$ cat config.mk
export PLATFORM = sky130hd
export DESIGN_NAME = spi_cpha1_master
export DESIGN_NICKNAME = d
export VERILOG_FILES = /design/src/rtl/spi_m_pkg.sv /design/src/rtl/spi_m_timer.sv /design/src/rtl/spi_m_shift.sv /design/src/rtl/spi_cpha1_master.sv
export SDC_FILE = /design/constraint.sdc
export NUM_CORES = 1
export LEC_CHECK = 0
export BUFFER_PORTS_ARGS = -buffer_cell sky130_fd_sc_hd__buf_2
export CORE_ASPECT_RATIO = 1.75
export CORE_UTILIZATION = 45
export DETAILED_ROUTE_END_ITERATION = 8
export GPL_TIMING_DRIVEN = 0
export HOLD_SLACK_MARGIN = 0.05
export PLACE_DENSITY_LB_ADDON = 0.12
export SLEW_MARGIN = 0
export SYNTH_ARGS = -nofsm -noshare
export SYNTH_HDL_FRONTEND = slang
export SYNTH_SLANG_ARGS = --single-unit
$ cat constraint.sdc
create_clock -name clk -period 4 [get_ports clk]
set_clock_uncertainty 0.2 [all_clocks]
set_input_delay 0.8 -clock clk [delete_from_list [all_inputs] [get_ports clk]]
set_output_delay 0.8 -clock clk [all_outputs]
set_load 0.005 [all_outputs]
$ cat src/rtl/spi_m_pkg.sv
package spi_m_pkg;
  typedef enum logic [2:0] {
    ST_IDLE,
    ST_LEAD,
    ST_SHIFT,
    ST_TAIL,
    ST_GAP
  } spi_st_e;
endpackage

$ cat src/rtl/spi_m_timer.sv
module spi_m_timer #(
  parameter int DIV_W = 8
) (
  input  logic             clk,
  input  logic             rst_n,
  input  logic             run,
  input  logic [DIV_W-1:0] limit,
  output logic             tick
);
  logic [DIV_W-1:0] cnt;

  assign tick = run && (cnt == limit);

  always_ff @(posedge clk or negedge rst_n) begin
    if (!rst_n)             cnt <= '0;
    else if (!run || tick)  cnt <= '0;
    else                    cnt <= cnt + 1'b1;
  end

  AST_CNT_IN_RANGE: assert property (@(posedge clk) disable iff (!rst_n)
    run |-> (cnt <= limit));
endmodule

$ cat src/rtl/spi_m_shift.sv
module spi_m_shift #(
  parameter int W = 8
) (
  input  logic         clk,
  input  logic         rst_n,
  input  logic         load,
  input  logic [W-1:0] load_data,
  input  logic         lsb_first,
  input  logic         drive,
  input  logic         sample,
  input  logic         clear_out,
  input  logic         miso,
  output logic         mosi,
  output logic [W-1:0] rx_word
);
  logic [W-1:0] tx_sr;

  always_ff @(posedge clk or negedge rst_n) begin
    if (!rst_n) begin
      tx_sr   <= '0;
      rx_word <= '0;
      mosi    <= 1'b0;
    end else begin
      if (load) begin
        tx_sr <= load_data;
      end else if (drive) begin
        mosi  <= lsb_first ? tx_sr[0] : tx_sr[W-1];
        tx_sr <= lsb_first ? (tx_sr >> 1) : (tx_sr << 1);
      end
      if (sample)
        rx_word <= lsb_first ? {miso, rx_word[W-1:1]} : {rx_word[W-2:0], miso};
      if (clear_out)
        mosi <= 1'b0;
    end
  end

  AST_LOAD_OFF_EDGE: assert property (@(posedge clk) disable iff (!rst_n)
    load |-> !(drive || sample));
  AST_MOSI_STILL_ON_CAPTURE: assert property (@(posedge clk) disable iff (!rst_n)
    sample |=> $stable(mosi));
endmodule

$ cat src/rtl/spi_cpha1_master.sv
module spi_cpha1_master #(
  parameter int DATA_W = 8,
  parameter int DIV_W  = 8
) (
  input  logic              clk,
  input  logic              rst_n,
  input  logic              cpol,
  input  logic              lsb_first,
  input  logic [DIV_W-1:0]  half_div,
  input  logic [DATA_W-1:0] tx_data,
  input  logic              tx_valid,
  output logic              tx_ready,
  output logic [DATA_W-1:0] rx_data,
  output logic              done,
  input  logic              done_clr,
  output logic              busy,
  output logic              sck,
  output logic              mosi,
  input  logic              miso,
  output logic              ss_n
);
  import spi_m_pkg::*;

  localparam int EDGES  = 2 * DATA_W;
  localparam int EDGE_W = $clog2(EDGES + 1);

  spi_st_e           state;
  logic [EDGE_W-1:0] edge_cnt;
  logic [EDGE_W-1:0] next_edge;
  logic              pend_full;
  logic [DATA_W-1:0] pend_data;
  logic [DIV_W-1:0]  div_q;
  logic              lsb_q;
  logic              phase;
  logic              tick;
  logic              accept;
  logic              take;
  logic              edge_go;
  logic              drive;
  logic              sample;
  logic              finish;
  logic              clear_out;
  logic [DATA_W-1:0] rx_word;

  assign tx_ready  = !pend_full;
  assign accept    = tx_valid && tx_ready;
  assign finish    = (state == ST_TAIL) && tick;
  assign take      = pend_full && ((state == ST_IDLE) || finish);
  assign edge_go   = tick && ((state == ST_LEAD) || (state == ST_SHIFT));
  assign next_edge = edge_cnt + 1'b1;
  assign drive     = edge_go && next_edge[0];
  assign sample    = edge_go && !next_edge[0];
  assign clear_out = finish && !pend_full;
  assign busy      = (state == ST_LEAD) || (state == ST_SHIFT) || (state == ST_TAIL);
  assign sck       = cpol ^ phase;

  spi_m_timer #(.DIV_W(DIV_W)) i_timer (
    .clk   (clk),
    .rst_n (rst_n),
    .run   (state != ST_IDLE),
    .limit (div_q),
    .tick  (tick)
  );

  spi_m_shift #(.W(DATA_W)) i_shift (
    .clk       (clk),
    .rst_n     (rst_n),
    .load      (take),
    .load_data (pend_data),
    .lsb_first (lsb_q),
    .drive     (drive),
    .sample    (sample),
    .clear_out (clear_out),
    .miso      (miso),
    .mosi      (mosi),
    .rx_word   (rx_word)
  );

  // holding slot, one entry
  always_ff @(posedge clk or negedge rst_n) begin
    if (!rst_n) begin
      pend_full <= 1'b0;
      pend_data <= '0;
    end else if (accept) begin
      pend_full <= 1'b1;
      pend_data <= tx_data;
    end else if (take) begin
      pend_full <= 1'b0;
    end
  end

  // sequencing of select, edges and completion
  always_ff @(posedge clk or negedge rst_n) begin
    if (!rst_n) begin
      state    <= ST_IDLE;
      edge_cnt <= '0;
      phase    <= 1'b0;
      ss_n     <= 1'b1;
      div_q    <= '0;
      lsb_q    <= 1'b0;
      done     <= 1'b0;
      rx_data  <= '0;
    end else begin
      if (take) begin
        div_q <= half_div;
        lsb_q <= lsb_first;
      end
      if (edge_go) begin
        phase    <= !phase;
        edge_cnt <= next_edge;
      end
      if (finish) begin
        done    <= 1'b1;
        rx_data <= rx_word;
      end else if (done_clr) begin
        done <= 1'b0;
      end
      case (state)
        ST_IDLE: if (take) begin
          ss_n     <= 1'b0;
          edge_cnt <= '0;
          state    <= ST_LEAD;
        end
        ST_LEAD: if (tick) state <= ST_SHIFT;
        ST_SHIFT: if (tick && (next_edge == EDGE_W'(EDGES))) state <= ST_TAIL;
        ST_TAIL: if (tick) begin
          edge_cnt <= '0;
          if (pend_full) begin
            state <= ST_LEAD;
          end else begin
            ss_n  <= 1'b1;
            state <= ST_GAP;
          end
        end
        ST_GAP: if (tick) state <= ST_IDLE;
        default: state <= ST_IDLE;
      endcase
    end
  end

  AST_IDLE_CLOCK_LEVEL: assert property (@(posedge clk) disable iff (!rst_n)
    ss_n |-> (sck == cpol));
  AST_EDGE_LIMIT: assert property (@(posedge clk) disable iff (!rst_n)
    edge_cnt <= EDGE_W'(EDGES));
  AST_BUSY_HAS_SELECT: assert property (@(posedge clk) disable iff (!rst_n)
    busy |-> !ss_n);
  AST_STALL_KEEPS_SLOT: assert property (@(posedge clk) disable iff (!rst_n)
    (tx_valid && !tx_ready) |=> $stable(pend_data));
  AST_DONE_STICKY: assert property (@(posedge clk) disable iff (!rst_n)
    (done && !done_clr) |=> done);
  AST_QUIET_MOSI: assert property (@(posedge clk) disable iff (!rst_n)
    ss_n |-> !mosi);
  AST_CHAIN_HOLDS_SELECT: assert property (@(posedge clk) disable iff (!rst_n)
    (finish && pend_full) |=> !ss_n);
endmodule

==> key figures, run 1 <==
Setup path
  – Ordered cell list for the critical path: xnor2_1 -> and4_1 -> nand3_1 -> nor2_1 -> ha_1 -> clkbuf_1 -> clkbuf_1 -> nand2_1 -> o21ai_0 -> o21ai_0
  – Library cell contributing the largest single delay on the critical path: sky130_fd_sc_hd__dfrtp_1
  – R2R Path End: i_shift.tx_sr[5]
  – Kind of critical path: flop to flop
  – Crit end category: flop
  – WP data arrival: 3.08 ns
  – Depth of the worst register-to-register path: 10
  – Critical Path Start Type: flop
  – Minimum setup slack among reg-to-reg paths: 0.94 ns
  – Slowest Stage Delay on Critical Path: 0.45 ns
  – Maximum fanout count along the critical path: 10
  – Worst flop-to-flop path startpoint: i_timer.cnt[0]
  – Data required, critical path: 4.02 ns

Logic synthesis
  – Count of different cell masters after synthesis: 37
  – Cell area after synthesis: 2950 µm²
  – Leading area contributor after synthesis: sky130_fd_sc_hd__dfrtp_1
  – Post-Synthesis Cells: 270
  – Adder-cell area share of the yosys netlist: 0.0212
  – Seq/Total Area, Yosys: 0.526
  – Combinational family with the most area after synthesis: multiplexers
  – Xor and xnor area share after synthesis: 0.0534
  – Area fraction of the dominant cell type after synthesis: 0.517
  – YS warnings: 0
  – Syn Nets: 298
  – Flip-flop and latch count after synthesis: 62
  – Portion of netlist area occupied by mux cells: 0.150
  – Simple-gate share of the synthesized area: 0.135
  – Compound-gate portion of the synthesized area: 0.0873
  – Synth area leaders: sky130_fd_sc_hd__dfrtp_1 52%, sky130_fd_sc_hd__mux2_2 8.8%, sky130_fd_sc_hd__mux2i_1 5.1%, sky130_fd_sc_hd__o21ai_0 3.6%, sky130_fd_sc_hd__nand2_1 3.4%
  – Average size of a mapped cell: 10.9 µm²

Floorplanning
  – Die outline area: 6900 µm²
  – Horizontal extent of the die: 63.2 µm
  – Number of top-level pins: 37
  – Floorplan core area: 6280 µm²
  – Die Y-Extent: 109 µm
  – Effective utilization at floorplan: 0.470
  – Std-Cell Rows: 38

Timing
  – Fin. max-slew vios: 0
  – Final worst path period share: 0.764
  – Max frequency: 327 MHz
  – Least-Margin Pin Slew: 0.799 ns
  – Final sum of negative setup slack: 0 ns
  – Remaining max-slew budget at the tightest pin: 0.467
  – Hold_ws: 0.279 ns
  – Setup repair after global routing missed its margin: no
  – Hold violation total from the final report: 0
  – Final setup viols: 0
  – Minimum clock period after layout: 3.06 ns

Route
  – DRT iter0 DRCs: 78
  – Overall via count from detail_route: 2,117
  – Met2 layer wire length in the routed design: 3030 µm
  – Total wirelength of the detailed-routed design: 5730 µm
  – Via-per-instance ratio: 5.27
  – Top routing layer in use: met4
  – Met3 WL: 243 µm
  – DRC viols: 0
  – Detailed-routing iteration count for the pre-antenna-repair pass: 4
  – Post-DRT Antenna Nets: 0
  – Average wire length per cell after detail routing: 14.3 µm
  – Detailed-route wire length on metal 1: 2330 µm

Layout
  – Net count reported at finish: 345
  – Number of cells in the finished layout apart from fillers: 402
  – Antenna Cells: 0
  – Fraction of final layout cells sized beyond drive strength 1: 0.267
  – Post-synthesis to final-layout area growth: 16.9%

Placed design
  – Count of port buffers added during placement: 36
  – Number of placed instances, taps included: 386
  – DP HPWL: 4060 µm
  – Gpl congestion: 0.765

Power
  – Power density relative to cell area: 688 nW/µm²
  – Static power due to leakage: 1.58 nW
  – VDD IR max: 0.000358 V
  – Tot Pwr: 2.37 mW

Clock tree
  – Insertion delay to the later sink of the worst-skew pair: 0.35 ns
  – CTS tree: built
  – Clk buf depth: 2
  – Root buffer selected by CTS: sky130_fd_sc_hd__clkbuf_8
  – Post-cts sizing count: 0
  – Number of buffers added by the clock tree synthesis step: 9
  – Clock sinks: 62
  – Number of setup buffers added after CTS: 0
  – Number of H-tree branching levels: 3
  – Clock slew at the register clock pins of the worst setup and hold paths: 0.07 ns
  – CTS Hold Bufs: 0

GRT
  – Final global-route overflow total: 0
  – GR Util All Layers: 0.191
  – Maximum number of pins on one net before global-route repair: 63
  – Number of antenna violations at the first check in global routing: 0
  – Vias in the first global route: 2,149
  – Wire length of the first global-routing pass: 9800 µm

Worst hold path
  – Hold crit path type: flop to flop
  – Worst hold endpoint: i_shift.tx_sr[7]
  – Hold path startpoint: pend_data[7]
  – Number of cells traversed by the worst hold path: 2

Flow run
  – Number of maximum-capacitance constraint violations: 0

Status
  – Result of the run: finished, final reports clean
logic make-up after synthesis:
family / Yosys count
simple gates: 85
xor+xnor: 18
compound gates: 43
flops: 62
mux: 41
buf+inv: 16
fa+ha+maj: 5
Yosys cell counts:
| library cell | instances |
|---|---|
| sky130_fd_sc_hd__dfrtp_1 | 61 |
| sky130_fd_sc_hd__nand2_1 | 27 |
| sky130_fd_sc_hd__nor2_1 | 26 |
| sky130_fd_sc_hd__mux2_2 | 23 |
| sky130_fd_sc_hd__o21ai_0 | 21 |
| sky130_fd_sc_hd__mux2i_1 | 15 |
| sky130_fd_sc_hd__a21oi_1 | 10 |
| sky130_fd_sc_hd__nand3_1 | 9 |
| sky130_fd_sc_hd__xnor2_1 | 9 |
| sky130_fd_sc_hd__xor2_1 | 9 |
| sky130_fd_sc_hd__ha_1 | 5 |
| sky130_fd_sc_hd__inv_1 | 5 |
| sky130_fd_sc_hd__a31o_2 | 4 |
| sky130_fd_sc_hd__clkbuf_1 | 4 |
| sky130_fd_sc_hd__nor2b_1 | 4 |
| sky130_fd_sc_hd__a31oi_1 | 3 |
| sky130_fd_sc_hd__and3_1 | 3 |
| sky130_fd_sc_hd__mux2_1 | 3 |
| sky130_fd_sc_hd__nand4_1 | 3 |
| sky130_fd_sc_hd__nor3_1 | 3 |
| sky130_fd_sc_hd__a211oi_1 | 2 |
| sky130_fd_sc_hd__and4_1 | 2 |
| sky130_fd_sc_hd__buf_1 | 2 |
| sky130_fd_sc_hd__buf_2 | 2 |
| sky130_fd_sc_hd__buf_6 | 2 |
| sky130_fd_sc_hd__nand2b_1 | 2 |
| sky130_fd_sc_hd__and2_1 | 1 |
| sky130_fd_sc_hd__and3b_1 | 1 |
| sky130_fd_sc_hd__buf_4 | 1 |
| sky130_fd_sc_hd__dfstp_2 | 1 |
| sky130_fd_sc_hd__nor3b_1 | 1 |
| sky130_fd_sc_hd__o211ai_1 | 1 |
| sky130_fd_sc_hd__o21ai_1 | 1 |
| sky130_fd_sc_hd__o31ai_4 | 1 |
| sky130_fd_sc_hd__or2_1 | 1 |
| sky130_fd_sc_hd__or2_2 | 1 |
| sky130_fd_sc_hd__or3_4 | 1 |
flip-flops by register name (all words and copies together), names as in the netlist, 3 cells and up:
| register | flops |
|---|---|
| div_q | 8 |
| i_shift.rx_word | 8 |
| i_shift.tx_sr | 8 |
| i_timer.cnt | 8 |
| pend_data | 8 |
| rx_data | 8 |
| edge_cnt | 5 |
| state | 3 |
metrics by stage:
stage,setup slack (ns),utilization,cell area [µm²]
2_1_floorplan,1.52,-,2950
3_3_place_gp,0.964,0.515,3230
3_5_place_dp,0.951,0.516,3240
4_1_cts,0.928,0.550,3450
5_1_grt,0.549,0.550,3450
6_report,0.944,0.550,3450
cells in the final DEF (no fill, tap or decap), drive strengths merged, types with 4 or more instances in the layout:
master  netlist  routed
xor2          9       9
inv           5       5
dfrtp        61      61
clkbuf        4      16
mux2i        15      15
nor2b         4       4
nand2        27      27
nor2         26      26
mux2         26      26
o21ai        22      22
a31o          4       4
buf           7      43
ha            5       5
xnor2         9       9
nand3         9       9
a21oi        10      10
metal layers:
metal,track usage,vias to the layer above
li1,-,1030
met1,0.206,1035
met2,0.336,42
met3,0.0565,10
met4,0.101,0
met5,0,-
worst max-delay path, delay by kind of cell (launching register included):
kind,cells,cell delay (ns)
simple gates,4,0.99
buf+inv,2,0.66
flops,1,0.45
xor+xnor,1,0.24
fa+ha+maj,1,0.21
compound gates,2,0.17
area by class of cell:
class                      count  area, µm²
tap                           80        100
clock buffer                  12        145
fill                         597       2830
sequential                    62       1550
multi-input combinational    192       1320
clock inverter                 4       70.1
timing repair buffer          36        183
buffer                        11       62.6
inverter                       5       18.8
power by group:
group	internal, mW	switching [mW]	total, mW
Combinational	0.371	0.364	0.735
Sequential	0.845	0.195	1.04
Clock	0.366	0.233	0.599
worst max path at each step:
stage / from / to / slack (ns) / cells after the start
final: i_timer.cnt[0] / i_shift.tx_sr[5] / 0.94 / 10
after global routing: i_timer.cnt[0] / i_shift.tx_sr[1] / 0.55 / 9
after CTS: i_timer.cnt[0] / i_shift.tx_sr[5] / 0.93 / 10
after detailed placement: i_timer.cnt[0] / i_shift.tx_sr[5] / 0.95 / 10
after global placement: i_timer.cnt[6] / i_shift.tx_sr[0] / 0.96 / 9
after floorplan: i_timer.cnt[0] / i_shift.tx_sr[0] / 1.52 / 9
No activity file was read; power rests on OpenSTA's default activity.
==> run 2: changes to the inputs <==
- clock period: 4 -> 2.7 ns (I/O delays scaled with it)
==> key figures, run 2 (synthesized netlist as in run 1, its figures left out) <==
Placed design
  – Placed standard-cell area: 3240 µm²
  – Gpl congestion: 0.765
  – Count of port buffers added during placement: 36
  – DP HPWL: 4060 µm

Flow run
  – Number of maximum-capacitance constraint violations: 0

GRT
  – Maximum number of pins on one net before global-route repair: 63
  – Wire length of the first global-routing pass: 9890 µm
  – Vias in the first global route: 2,155
  – GR Util All Layers: 0.193
  – Final global-route overflow total: 0
  – Number of antenna violations at the first check in global routing: 0

Setup path
  – WP data arrival: 2.51 ns
  – Critical Path Start Type: flop
  – Kind of critical path: flop to flop
  – Maximum fanout count along the critical path: 10
  – Data required, critical path: 2.77 ns
  – Crit end category: flop

Timing
  – Remaining max-slew budget at the tightest pin: 0.471
  – Max frequency: 410 MHz
  – Final setup viols: 0
  – Least-Margin Pin Slew: 0.794 ns
  – Hold violation total from the final report: 0
  – Minimum clock period after layout: 2.44 ns
  – Hold_ws: 0.0840 ns
  – Setup repair after global routing missed its margin: no
  – Fin. max-slew vios: 0
  – Final sum of negative setup slack: 0 ns
  – Final worst path period share: 0.904

Power
  – VDD IR max: 0.000535 V
  – Static power due to leakage: 1.59 nW
  – Tot Pwr: 3.53 mW
  – Power density relative to cell area: 1020 nW/µm²

Clock tree
  – Clock slew at the register clock pins of the worst setup and hold paths: 0.07 ns
  – CTS Hold Bufs: 0
  – Clk buf depth: 2
  – CTS tree: built
  – Number of buffers added by the clock tree synthesis step: 9
  – Insertion delay to the later sink of the worst-skew pair: 0.34 ns
  – Number of setup buffers added after CTS: 0
  – Root buffer selected by CTS: sky130_fd_sc_hd__clkbuf_8
  – Clock sinks: 62
  – Number of H-tree branching levels: 3

Route
  – Total wirelength of the detailed-routed design: 5760 µm
  – DRC viols: 0
  – Average wire length per cell after detail routing: 14.4 µm
  – Via-per-instance ratio: 5.28
  – Detailed-routing iteration count for the pre-antenna-repair pass: 4
  – Post-DRT Antenna Nets: 0
  – DRT iter0 DRCs: 101
  – Overall via count from detail_route: 2,112

Layout
  – Final design area excluding fillers: 3470 µm²
  – Number of fillers in the final layout: 598
  – Most used cells in the layout excluding fill and tap cells: 61 x sky130_fd_sc_hd__dfrtp_1, 37 x sky130_fd_sc_hd__buf_2, 27 x sky130_fd_sc_hd__nand2_1, 25 x sky130_fd_sc_hd__nor2_1, 23 x sky130_fd_sc_hd__mux2_2
  – Antenna Cells: 0
  – Register area: 1550 µm²
  – Final cell utilization of the core: 0.553
  – Net count reported at finish: 343
  – Most frequent standard cell in the layout excluding fill and tap cells: sky130_fd_sc_hd__dfrtp_1
  – Area of the multi-input gates: 1350 µm²
  – Fraction of final layout cells sized beyond drive strength 1: 0.288
  – Post-synthesis to final-layout area growth: 17.6%

Floorplanning
  – Number of top-level pins: 37
  – Die outline area: 6900 µm²
  – Horizontal extent of the die: 63.2 µm
  – Floorplan core area: 6280 µm²
  – Die Y-Extent: 109 µm
  – Std-Cell Rows: 38
  – Effective utilization at floorplan: 0.470

Status
  – Result of the run: finished, final reports clean

Worst hold path
  – Hold crit path type: primary input to async pin
run 2: repair_timing:
action	4_1_cts	5_1_grt
endpoints found under the setup margin	17	16
pin swaps	0	0
gates resized for setup	4	4
run 2: critical path, cell delays in order (launching register included):
cell	delay (ns)
sky130_fd_sc_hd__dfrtp_1	0.45
sky130_fd_sc_hd__xnor2_1	0.24
sky130_fd_sc_hd__and4_1	0.28
sky130_fd_sc_hd__nand3_2	0.23
sky130_fd_sc_hd__nor2_4	0.23
sky130_fd_sc_hd__ha_2	0.29
sky130_fd_sc_hd__clkbuf_2	0.25
sky130_fd_sc_hd__nor2_1	0.06
sky130_fd_sc_hd__a21oi_1	0.12
run 2: layer usage:
layer  share of wire  wire length, µm  global-route usage
met1            0.41             2340               0.207
met2            0.53             3050               0.339
met3           0.042              239              0.0565
met4           0.022              126               0.101
met5               0                0                   0
run 2: where the power goes:
group	switching, mW	internal [mW]	leakage (nW)
Sequential	0.290	1.25	0.782
Combinational	0.553	0.554	0.693
Clock	0.343	0.542	0.110
Total	1.19	2.35	1.59
run 2: cell type report:
| class | instances | share of cell area |
|---|---|---|
| Sequential cell | 62 | 0.447 |
| Multi-Input combinational cell | 192 | 0.388 |
| Timing Repair Buffer | 36 | 0.0526 |
| Clock buffer | 12 | 0.0418 |
| Tap cell | 80 | 0.0288 |
| Clock inverter | 4 | 0.0202 |
| Buffer | 9 | 0.0166 |
| Inverter | 5 | 0.00540 |
run 2: through the flow:
stage / cells / setup WS (ns)
detailed placement: 386 / -0.349
finish: 400 / 0.259
floorplan: 270 / 0.215
CTS: 401 / 0.0413
global route: 400 / 0.0109
global placement: 386 / -0.336
run 2: worst paths after layout:
kind / start / endpoint / slack [ns] / cells past startpoint
setup / recovery: i_timer.cnt[0] / i_shift.rx_word[7] / 0.26 / 8
hold / removal: rst_n / rx_data[7] / 0.08 / 1
setup reg to reg: i_timer.cnt[0] / i_shift.rx_word[7] / 0.26 / 8
hold reg to reg: pend_data[7] / i_shift.tx_sr[7] / 0.28 / 2
max in group asynchronous: rst_n / pend_data[6] / 1.70 / 1
min in group clk: done_clr / done / 0.20 / 2
